[config.mk]
export PLATFORM = sky130hd
export DESIGN_NAME = pw_guard
export DESIGN_NICKNAME = d
export VERILOG_FILES = /design/src/rtl/pwg_pkg.sv /design/src/rtl/pwg_timer.sv /design/src/rtl/pwg_store.sv /design/src/rtl/pw_guard.sv
export SDC_FILE = /design/constraint.sdc
export NUM_CORES = 2
export LEC_CHECK = 0
export ABC_CLOCK_PERIOD_IN_PS = 5450
export BUFFER_PORTS_ARGS = -buffer_cell sky130_fd_sc_hd__buf_2
export CAP_MARGIN = 10
export CORE_MARGIN = 10
export CORE_UTILIZATION = 65
export DETAILED_ROUTE_END_ITERATION = 10
export PLACE_DENSITY = 0.86
export SYNTH_ARGS = -nofsm -noshare
export SYNTH_HDL_FRONTEND = slang
export SYNTH_SLANG_ARGS = --single-unit
[constraint.sdc]
create_clock -name clk -period 5.45 [get_ports clk]
set_input_delay 0.545 -clock clk [delete_from_list [all_inputs] [get_ports clk]]
set_output_delay 0.545 -clock clk [all_outputs]
set_load 0.1 [all_outputs]
[src/rtl/pwg_pkg.sv]
package pwg_pkg;
    typedef enum logic [1:0] {
        ST_IDLE   = 2'd0,
        ST_NVWAIT = 2'd1,
        ST_WIPE   = 2'd2
    } pwg_state_e;
endpackage

[src/rtl/pwg_timer.sv]
module pwg_timer #(
    parameter int W = 5
) (
    input  logic         clk,
    input  logic         rst_n,
    input  logic         load,
    input  logic [W-1:0] load_val,
    output logic         zero
);
    logic [W-1:0] cnt_d, cnt_q;

    always_comb begin
        cnt_d = cnt_q;
        if (load)
            cnt_d = load_val;
        else if (cnt_q != '0)
            cnt_d = cnt_q - 1'b1;
    end

    always_ff @(posedge clk or negedge rst_n) begin
        if (!rst_n) cnt_q <= '0;
        else        cnt_q <= cnt_d;
    end

    assign zero = (cnt_q == '0);


    timer_load_chk: assert property (@(posedge clk) disable iff (!rst_n)
        load |=> (cnt_q == $past(load_val)));
endmodule

[src/rtl/pwg_store.sv]
module pwg_store #(
    parameter int DEPTH = 112,
    parameter int AW    = 7
) (
    input  logic          clk,
    input  logic          rst_n,
    input  logic          wr_en,
    input  logic [AW-1:0] wr_addr,
    input  logic [7:0]    wr_data,
    input  logic          clr_en,
    input  logic [AW-1:0] clr_addr,
    input  logic [AW-1:0] rd_addr,
    output logic [7:0]    rd_data
);
    logic [7:0] mem_d [DEPTH];
    logic [7:0] mem_q [DEPTH];

    function automatic logic in_range(input logic [AW-1:0] a);
        return {1'b0, a} < (AW+1)'(DEPTH);
    endfunction

    always_comb begin
        for (int i = 0; i < DEPTH; i++) mem_d[i] = mem_q[i];
        if (clr_en && in_range(clr_addr))
            mem_d[clr_addr] = 8'h00;
        else if (wr_en && in_range(wr_addr))
            mem_d[wr_addr] = wr_data;
    end

    always_ff @(posedge clk or negedge rst_n) begin
        if (!rst_n) begin
            for (int i = 0; i < DEPTH; i++) mem_q[i] <= 8'h00;
        end else begin
            for (int i = 0; i < DEPTH; i++) mem_q[i] <= mem_d[i];
        end
    end

    assign rd_data = in_range(rd_addr) ? mem_q[rd_addr] : 8'h00;


    wipe_byte_chk: assert property (@(posedge clk) disable iff (!rst_n)
        (clr_en && in_range(clr_addr)) |=> (mem_q[$past(clr_addr)] == 8'h00));
endmodule

[src/rtl/pw_guard.sv]
module pw_guard #(
    parameter  int PW_BYTES    = 8,
    parameter  int ARR_BYTES   = 112,
    parameter  int RETRY_LIMIT = 8,
    parameter  int BUSY_CYCLES = 16,
    localparam int AW          = $clog2(ARR_BYTES),
    localparam int RW          = $clog2(RETRY_LIMIT + 1)
) (
    input  logic          clk,
    input  logic          rst_n,
    input  logic          pw_byte_valid,
    input  logic [7:0]    pw_byte,
    input  logic          check_strobe,
    input  logic          check_is_write,
    input  logic          chg_valid,
    input  logic          chg_is_write,
    input  logic          session_end,
    input  logic          arr_wr_en,
    input  logic [AW-1:0] arr_wr_addr,
    input  logic [7:0]    arr_wr_data,
    input  logic [AW-1:0] arr_rd_addr,
    output logic [7:0]    arr_rd_data,
    output logic          grant,
    output logic          grant_is_write,
    output logic          poll_ack,
    output logic          busy,
    output logic [RW-1:0] retry_cnt
);
    import pwg_pkg::*;

    localparam int PW_W = 8 * PW_BYTES;
    localparam int TW   = $clog2(BUSY_CYCLES + 1);

    typedef struct packed {
        pwg_state_e      st;
        logic [PW_W-1:0] cand;
        logic [PW_W-1:0] rpw;
        logic [PW_W-1:0] wpw;
        logic            grant;
        logic            gwr;
        logic [RW-1:0]   retry;
        logic [AW-1:0]   waddr;
    } ctl_t;

    ctl_t ctl_d, ctl_q;
    logic t_load, t_zero, clr_en, match, st_wr_en;
    logic [7:0] st_rd_data;

    always_comb begin
        ctl_d  = ctl_q;
        t_load = 1'b0;
        clr_en = 1'b0;
        match  = ctl_q.cand == (check_is_write ? ctl_q.wpw : ctl_q.rpw);
        if (session_end) ctl_d.grant = 1'b0;
        unique case (ctl_q.st)
            ST_IDLE: begin
                if (pw_byte_valid)
                    ctl_d.cand = {ctl_q.cand[PW_W-9:0], pw_byte};
                if (check_strobe) begin
                    if (match) begin
                        ctl_d.grant = 1'b1;
                        ctl_d.gwr   = check_is_write;
                        ctl_d.retry = '0;
                        ctl_d.st    = ST_NVWAIT;
                        t_load      = 1'b1;
                    end else if (ctl_q.retry == RW'(RETRY_LIMIT)) begin
                        ctl_d.grant = 1'b0;
                        ctl_d.rpw   = '0;
                        ctl_d.wpw   = '0;
                        ctl_d.waddr = '0;
                        ctl_d.st    = ST_WIPE;
                    end else begin
                        ctl_d.grant = 1'b0;
                        ctl_d.retry = ctl_q.retry + 1'b1;
                        ctl_d.st    = ST_NVWAIT;
                        t_load      = 1'b1;
                    end
                end else if (chg_valid && ctl_q.grant && ctl_q.gwr) begin
                    if (chg_is_write) ctl_d.wpw = ctl_q.cand;
                    else              ctl_d.rpw = ctl_q.cand;
                    ctl_d.st = ST_NVWAIT;
                    t_load   = 1'b1;
                end
            end
            ST_NVWAIT: begin
                if (t_zero) ctl_d.st = ST_IDLE;
            end
            ST_WIPE: begin
                clr_en = 1'b1;
                if (ctl_q.waddr == AW'(ARR_BYTES - 1)) begin
                    ctl_d.st    = ST_IDLE;
                    ctl_d.retry = '0;
                end else begin
                    ctl_d.waddr = ctl_q.waddr + 1'b1;
                end
            end
            default: ctl_d.st = ST_IDLE;
        endcase
    end

    always_ff @(posedge clk or negedge rst_n) begin
        if (!rst_n) ctl_q <= '0;
        else        ctl_q <= ctl_d;
    end

    pwg_timer #(.W(TW)) u_timer (
        .clk      (clk),
        .rst_n    (rst_n),
        .load     (t_load),
        .load_val (TW'(BUSY_CYCLES - 1)),
        .zero     (t_zero)
    );

    assign st_wr_en = arr_wr_en && ctl_q.grant && ctl_q.gwr && (ctl_q.st == ST_IDLE);

    pwg_store #(.DEPTH(ARR_BYTES), .AW(AW)) u_store (
        .clk      (clk),
        .rst_n    (rst_n),
        .wr_en    (st_wr_en),
        .wr_addr  (arr_wr_addr),
        .wr_data  (arr_wr_data),
        .clr_en   (clr_en),
        .clr_addr (ctl_q.waddr),
        .rd_addr  (arr_rd_addr),
        .rd_data  (st_rd_data)
    );

    assign busy           = (ctl_q.st != ST_IDLE);
    assign grant          = ctl_q.grant;
    assign grant_is_write = ctl_q.gwr;
    assign poll_ack       = ctl_q.grant && !busy;
    assign retry_cnt      = ctl_q.retry;
    assign arr_rd_data    = (ctl_q.grant && !ctl_q.gwr && !busy) ? st_rd_data : 8'h00;


    busy_after_check_chk: assert property (@(posedge clk) disable iff (!rst_n)
        (check_strobe && !busy) |=> busy);

    grant_source_chk: assert property (@(posedge clk) disable iff (!rst_n)
        $rose(grant) |-> $past(check_strobe && !busy));

    session_drop_chk: assert property (@(posedge clk) disable iff (!rst_n)
        (session_end && !(check_strobe && !busy)) |=> !grant);

    retry_bound_chk: assert property (@(posedge clk) disable iff (!rst_n)
        retry_cnt <= RW'(RETRY_LIMIT));

    wipe_pw_zero_chk: assert property (@(posedge clk) disable iff (!rst_n)
        (ctl_q.st == ST_WIPE) |-> (ctl_q.rpw == '0 && ctl_q.wpw == '0));
endmodule

# After elaboration in Yosys (flattened, before gate mapping)
# Cells that the tools add are included.
word_totals:
  regBits: 1108
  inputBits: 39
  output_inout_bits: 16
  word_cells: 229
classes:
  n_addsub: 3
  magnitude_cmp: 8
  n_eq_ne: 16
  mux: 46
  bitwise: 5
  reduce_logical: 30
ops:
  columns: ["operator", "count"]
  rows:
  - ["two-way mux 896 bit", 2]
  - ["AND 896 bit", 1]
  - ["bitwise mux 896 bit", 1]
  - ["inverter 896 bit", 1]
  - ["two-way mux 128 bit", 4]
  - ["two-way mux 64 bit", 3]
  - ["demux 8 bit (select 7 bit)", 2]
  - ["equality test 64 bit", 1]
  - ["binary-select mux 8 bit (select 7 bit)", 1]
  - ["two-way mux 8 bit", 6]
  - [">= comparator 8 bit, second input constant", 3]
  - ["inverter 7 -> 8 bit", 3]
  - ["case mux 11 bit (2 select lines)", 1]
  - ["less-than comparator 7 bit, second input constant", 3]
  - ["two-way mux 7 bit", 3]
  - ["less-than comparator 8 x 1 -> 1 bit, second input constant", 2]
  - ["!= test 2 bit, second input constant", 8]
  - ["AND reduction 5 bit", 3]
  - ["two-way mux 2 bit", 7]
  - ["two-way mux 13 bit", 1]
  - ["logical AND 1 bit", 12]
  - ["two-way mux 4 bit", 3]
  - ["nonzero test 2 bit", 6]
  - ["two-way mux 5 bit", 2]
  - ["18 further kinds", 29]

# Depth between registers and ports, before layout
logic_depth:
  word_depth: 8
  ltp_mapped: 11

# By module
# From an unflattened synthesis, not the netlist that was laid out.
unflattened:
  cells_unflattened: 4130
  area_unflattened_um2: 51520.7
by_module_without_submodules:
  columns: ["module", "instances", "cells_each", "area_per_inst_um2", "seq_area_each_um2"]
  rows:
  - ["pwg_store", 1, 3117, 40969.3, 22421.5]
  - ["pw_guard", 1, 986, 10272.4, 5180.0]
  - ["pwg_timer", 1, 27, 279.0, 125.1]

# Worst setup path before layout
# No wires, ideal clock.
synth_path:
  kind: "register -> output"
  startpoint: "register ctl_q (netlist bit grant)"
  endpoint: "output port arr_rd_data[0]"
  arrival_ns: 4.484
  required_time_ns: 4.905
  path_slack_ns: 0.421
  path_stages_with_launch: 5
  n_path_buf: 1
  path_cell_list: "dfrtp_1 > and2_1 > nand2b_1 > buf_1 > a311oi_1"
synth_between:
  elab_chain_cells: 3
synth_lines:
  columns: ["element", "line_no", "text"]
  rows:
  - ["from (decl)", "pw_guard.sv:45", "ctl_t ctl_d, ctl_q;"]
  - ["from (signal assigned)", "pw_guard.sv:103", "else ctl_q <= ctl_d;"]
  - ["logical AND 1 bit (2 in series)", "pw_guard.sv:133", "assign arr_rd_data = (ctl_q.grant && !ctl_q.gwr && !busy) ? st_rd_data : 8'h00;"]
  - ["two-way mux 8 bit", "pw_guard.sv:133", null]
  - ["to (decl)", "pw_guard.sv:22", "output logic [7:0] arr_rd_data,"]
# No other way between the ends.

# Final worst setup path
layout_path:
  startpoint: "input port arr_rd_addr[0]"
  endpoint: "output port arr_rd_data[7]"
layout_between:
  elab_chain_cells: 6
  elab_cells_between_ends: 7
  classes_between: "1 x order compare; 5 x mux; 1 x bitwise"
layout_lines:
  columns: ["element", "line_no", "text"]
  rows:
  - ["from (decl)", "pw_guard.sv:21", "input logic [AW-1:0] arr_rd_addr,"]
  - ["inverter 7 -> 8 bit (implied by the code)", "pwg_store.sv:38", "assign rd_data = in_range(rd_addr) ? mem_q[rd_addr] : 8'h00;"]
  - ["binary-select mux 8 bit (select 7 bit)", "pwg_store.sv:38", null]
  - ["two-way mux 8 bit (implied by the code) (2 in series)", "pwg_store.sv:38", null]
  - ["two-way mux 8 bit *", "pwg_store.sv:38", null]
  - ["two-way mux 8 bit *", "pw_guard.sv:133", null]
# Every way passes the cells marked *; elsewhere a longest branch is shown, timed or not. The select of a mux whose other input is x is not followed.

==> impl_results.md <==
* Status: finished, final reports clean
* CP Capture Type: primary output
* Max-cap viol count at 0
* CTS tree: done
* Sequential Power Share at 44.9%
* Gate power share at 11.4%
* Root Buffer: clkbuf_16
* Num CTS Buffers at 110
* Final Skew at 0.05151 ns
* Routed WL at 160.2 mm
* Final hold violation count at 0
* Post-synth top area share at 52.81%
* Slew HR at 14.48%
* Clock Pin Slew Worst Setup and Hold Paths at 0.06 ns
* Ys Warns at 0
* DR vias/cell at 6.980
* Overall Global Routing Usage at 33.91%
* Post-synthesis async set-or-reset flop share at 100.0%
* Core Area at 80290 sq um
* Synth Flop Type: dfrtp_1
* Post-DP HPWL at 98.90 mm
* Nets at 5140
* Post-synth EDFFs at 0
* Pwr dens at 341.6 nW/um^2
* Layout cells sized above 1 at 13.33%
* Initial antenna violation count at 8
* Internal power at 0.01438 W
* Unrepaired setup endpoints after global routing: no
* Largest family of logic cells by synthesized area: simple AND/OR/NAND/NOR gates
* Placed instance area at 53510 sq um
* Crit-path max FO at 52
* Gpl congestion at 1.031
* Crit-path slowest cell: a22oi_1
* Peak VDD IR at 0.0003348 V
* # setup viols final at 0
* Total number of vias at 43650
* Post-synth top area cell: dfrtp_1
* Cell mode on critical path: mux4_2
* Minimum clock period at 4.670 ns
* CP Launch Type: input pin
* Synth Area in Simple Gates at 15.15%
* Congestion Overflow GR at 0
* Post-synth top cells: nand2_1 (1703), dfrtp_1 (1108), o21ai_0 (868)
* Critical Path AT at 4.13 ns
* WP buf/inv at 3
* Most common cell in the netlist: nand2_1
* Setup TNS at 0 ns
* Synth Area in Adders at 0.1191%
* Seq/Total Area, Yosys at 52.81%
* Final ANT Viol Nets at 0
* Die W at 304.2 um
* Synth unique cells at 49
* Chain of cells forming the critical path: buf_8 > buf_4 > mux4_2 > mux4_2 > a22oi_1 > and3_1 > a311oi_1 > buf_2
* Cts hold-fix bufs at 1
* Wire per inst at 25.62 um
* Max Buffers Root-to-Sink at 3
* Io pins at 55
* Sw Ratio at 27.02%
* Syn Inst Count at 5217
* First-pass DRT Iterations at 7
* Dominant cells by area after synthesis: dfrtp_1 (53%), nand2_1 (12%), mux4_2 (12%)
* Worst EP required at 4.91 ns
* Initial DRC count at 6559
* Largest net degree at the start of global routing at 166
* Post-route clock period utilization at 85.69%
* Area Growth Syn to Fin at 9.844%
* #FFs+latches synth at 1108
* Htree depth at 3
* Switch Pwr at 0.005323 W
* Clk pwr share at 43.6%
* Post-Synth XOR/XNOR Area at 1.184%
* Initial Util at 65.40%
* Final Max Slew Viols at 0
* Post-CTS Repair Setup Buffers at 0
* CP max stage delay at 0.59 ns
* Post-synthesis compound-gate area fraction at 13.18%
* First-pass GRT wire length at 249.9 mm
* Vias in the first global route at 43060
* # clock sinks at 1108
* Max frequency at 0.2141 GHz
* Worst slew pin tran at 1.283 ns
* Post-Syn Nets at 5261
* Design Area, Final at 57670 sq um
* Post-CTS Resized at 0
* Post-Syn Area at 52510 sq um
* Worst skew pair latency at 0.74 ns
* CP delay by family, top: buffers and inverters
* Number of remaining DRC errors at 0
* Row cnt at 104
* PortBufs at 54
* Critical path class: input pin to primary output
* Die Span Y at 304.2 um
* Die ar. at 92550 sq um
* Mean post-synth cell area at 10.06 sq um
* P_leak at 24.58 nW
* Hold Path Class: input pin to flip-flop
* Mux share of post-synthesis cell area at 14.66%
## flip-flops by register name, summed over array words and instances, names as in the netlist
signal / count
u_store.mem_q: 896
retry_cnt: 4
grant_is_write: 1
u_timer.cnt_q: 5
ctl_q: 201
grant: 1
## power groups by stage
stage | Combinational [W] | Sequential [W] | Clock (W)
final | 0.00225 | 0.00885 | 0.00860
after global routing | 0.00238 | 0.00888 | 0.00892
after CTS | 0.00221 | 0.00884 | 0.00857
after detailed placement | 0.00219 | 0.00898 | 0
after global placement | 0.00213 | 0.00896 | 0
after floorplan | 0.00156 | 0.00883 | 0
## worst paths after layout
check                           cells after the start            endpoint  slack (ns)                from
worst max-delay path                                8      arr_rd_data[7]        0.78      arr_rd_addr[0]
worst min-delay path                                2          ctl_q[146]        0.07          pw_byte[5]
worst max register to register                      7  u_store.mem_q[518]        1.39          ctl_q[206]
worst min register to register                      1  u_store.mem_q[454]        0.50  u_store.mem_q[454]
max in group asynchronous                           3  u_store.mem_q[314]        3.46               rst_n
min in group asynchronous                           2           ctl_q[67]        0.45               rst_n
## worst register-to-register path, cell delays in order, from the launching register on
cell and delay [ns]:
dfrtp_1 0.54, nor2_2 0.59, inv_4 0.26, nor4b_2 0.67, nand2_1 0.40, nor2_1 0.77, a21oi_1 0.40, a22o_1 0.31
## routing by layer
layer  part of all wire, %  GRT usage (%)  wire length [um]
met5                 0.058              0                93
met4                   6.6          18.92             10570
met3                    14          10.95             22810
met2                    44          50.70             71110
met1                    35          43.62             55650
## cell usage in the layout (no fill, tap or decap), types with 12 or more instances in the layout
master and instances:
nand2_1 1702, dfrtp_1 1108, o21ai_0 868, mux4_2 280, a22oi_1 144, nor2_1 124
clkbuf_16 110, a22o_1 105, nand3_1 98, buf_4 75, xnor2_1 69, mux2_2 66
mux2i_1 65, o21ai_1 55, buf_2 41, bufinv_16 25, clkinv_2 22, nor4_1 18
inv_1 16, a21oi_1 15, clkbuf_1 15, clkbuf_8 15, nor3_1 13, nand4_1 12
buf_12 12
## layout make-up
type	count	area, sq um
flip-flops and latches	1108	27730
multi-input cells	3727	23340
fillers	5087	22610
clock buffers	140	3015
well taps	1060	1326
clock inverters	66	1130
repair buffers	132	1064
inverters	17	66.31
diodes	4	10.01
## cells by family (layout without fill, tap and decap cells)
family / after synthesis / after routing
simple gates: 2024 / 2024
mux: 411 / 411
flops: 1108 / 1108
xor+xnor: 71 / 71
compound gates: 1216 / 1216
buf+inv: 382 / 355
fa+ha+maj: 5 / 5
other cells: 0 / 4
## through the flow
stage | hold slack [ns] | power (W) | setup WS, ns | instances | utilization [%]
floorplan | 0.2494 | 0.01039 | 0.4207 | 5217 | -
global placement | 0.4765 | 0.01109 | 1.198 | 6043 | 66.65
detailed placement | 0.4816 | 0.01117 | 1.129 | 6043 | 66.65
CTS | 0.04706 | 0.01962 | 1.114 | 6250 | 71.82
global route | 0.07116 | 0.02019 | 0.7257 | 6250 | 71.82
finish | 0.07200 | 0.01970 | 0.7798 | 6254 | 71.83
(Power assumes the default switching activity.)
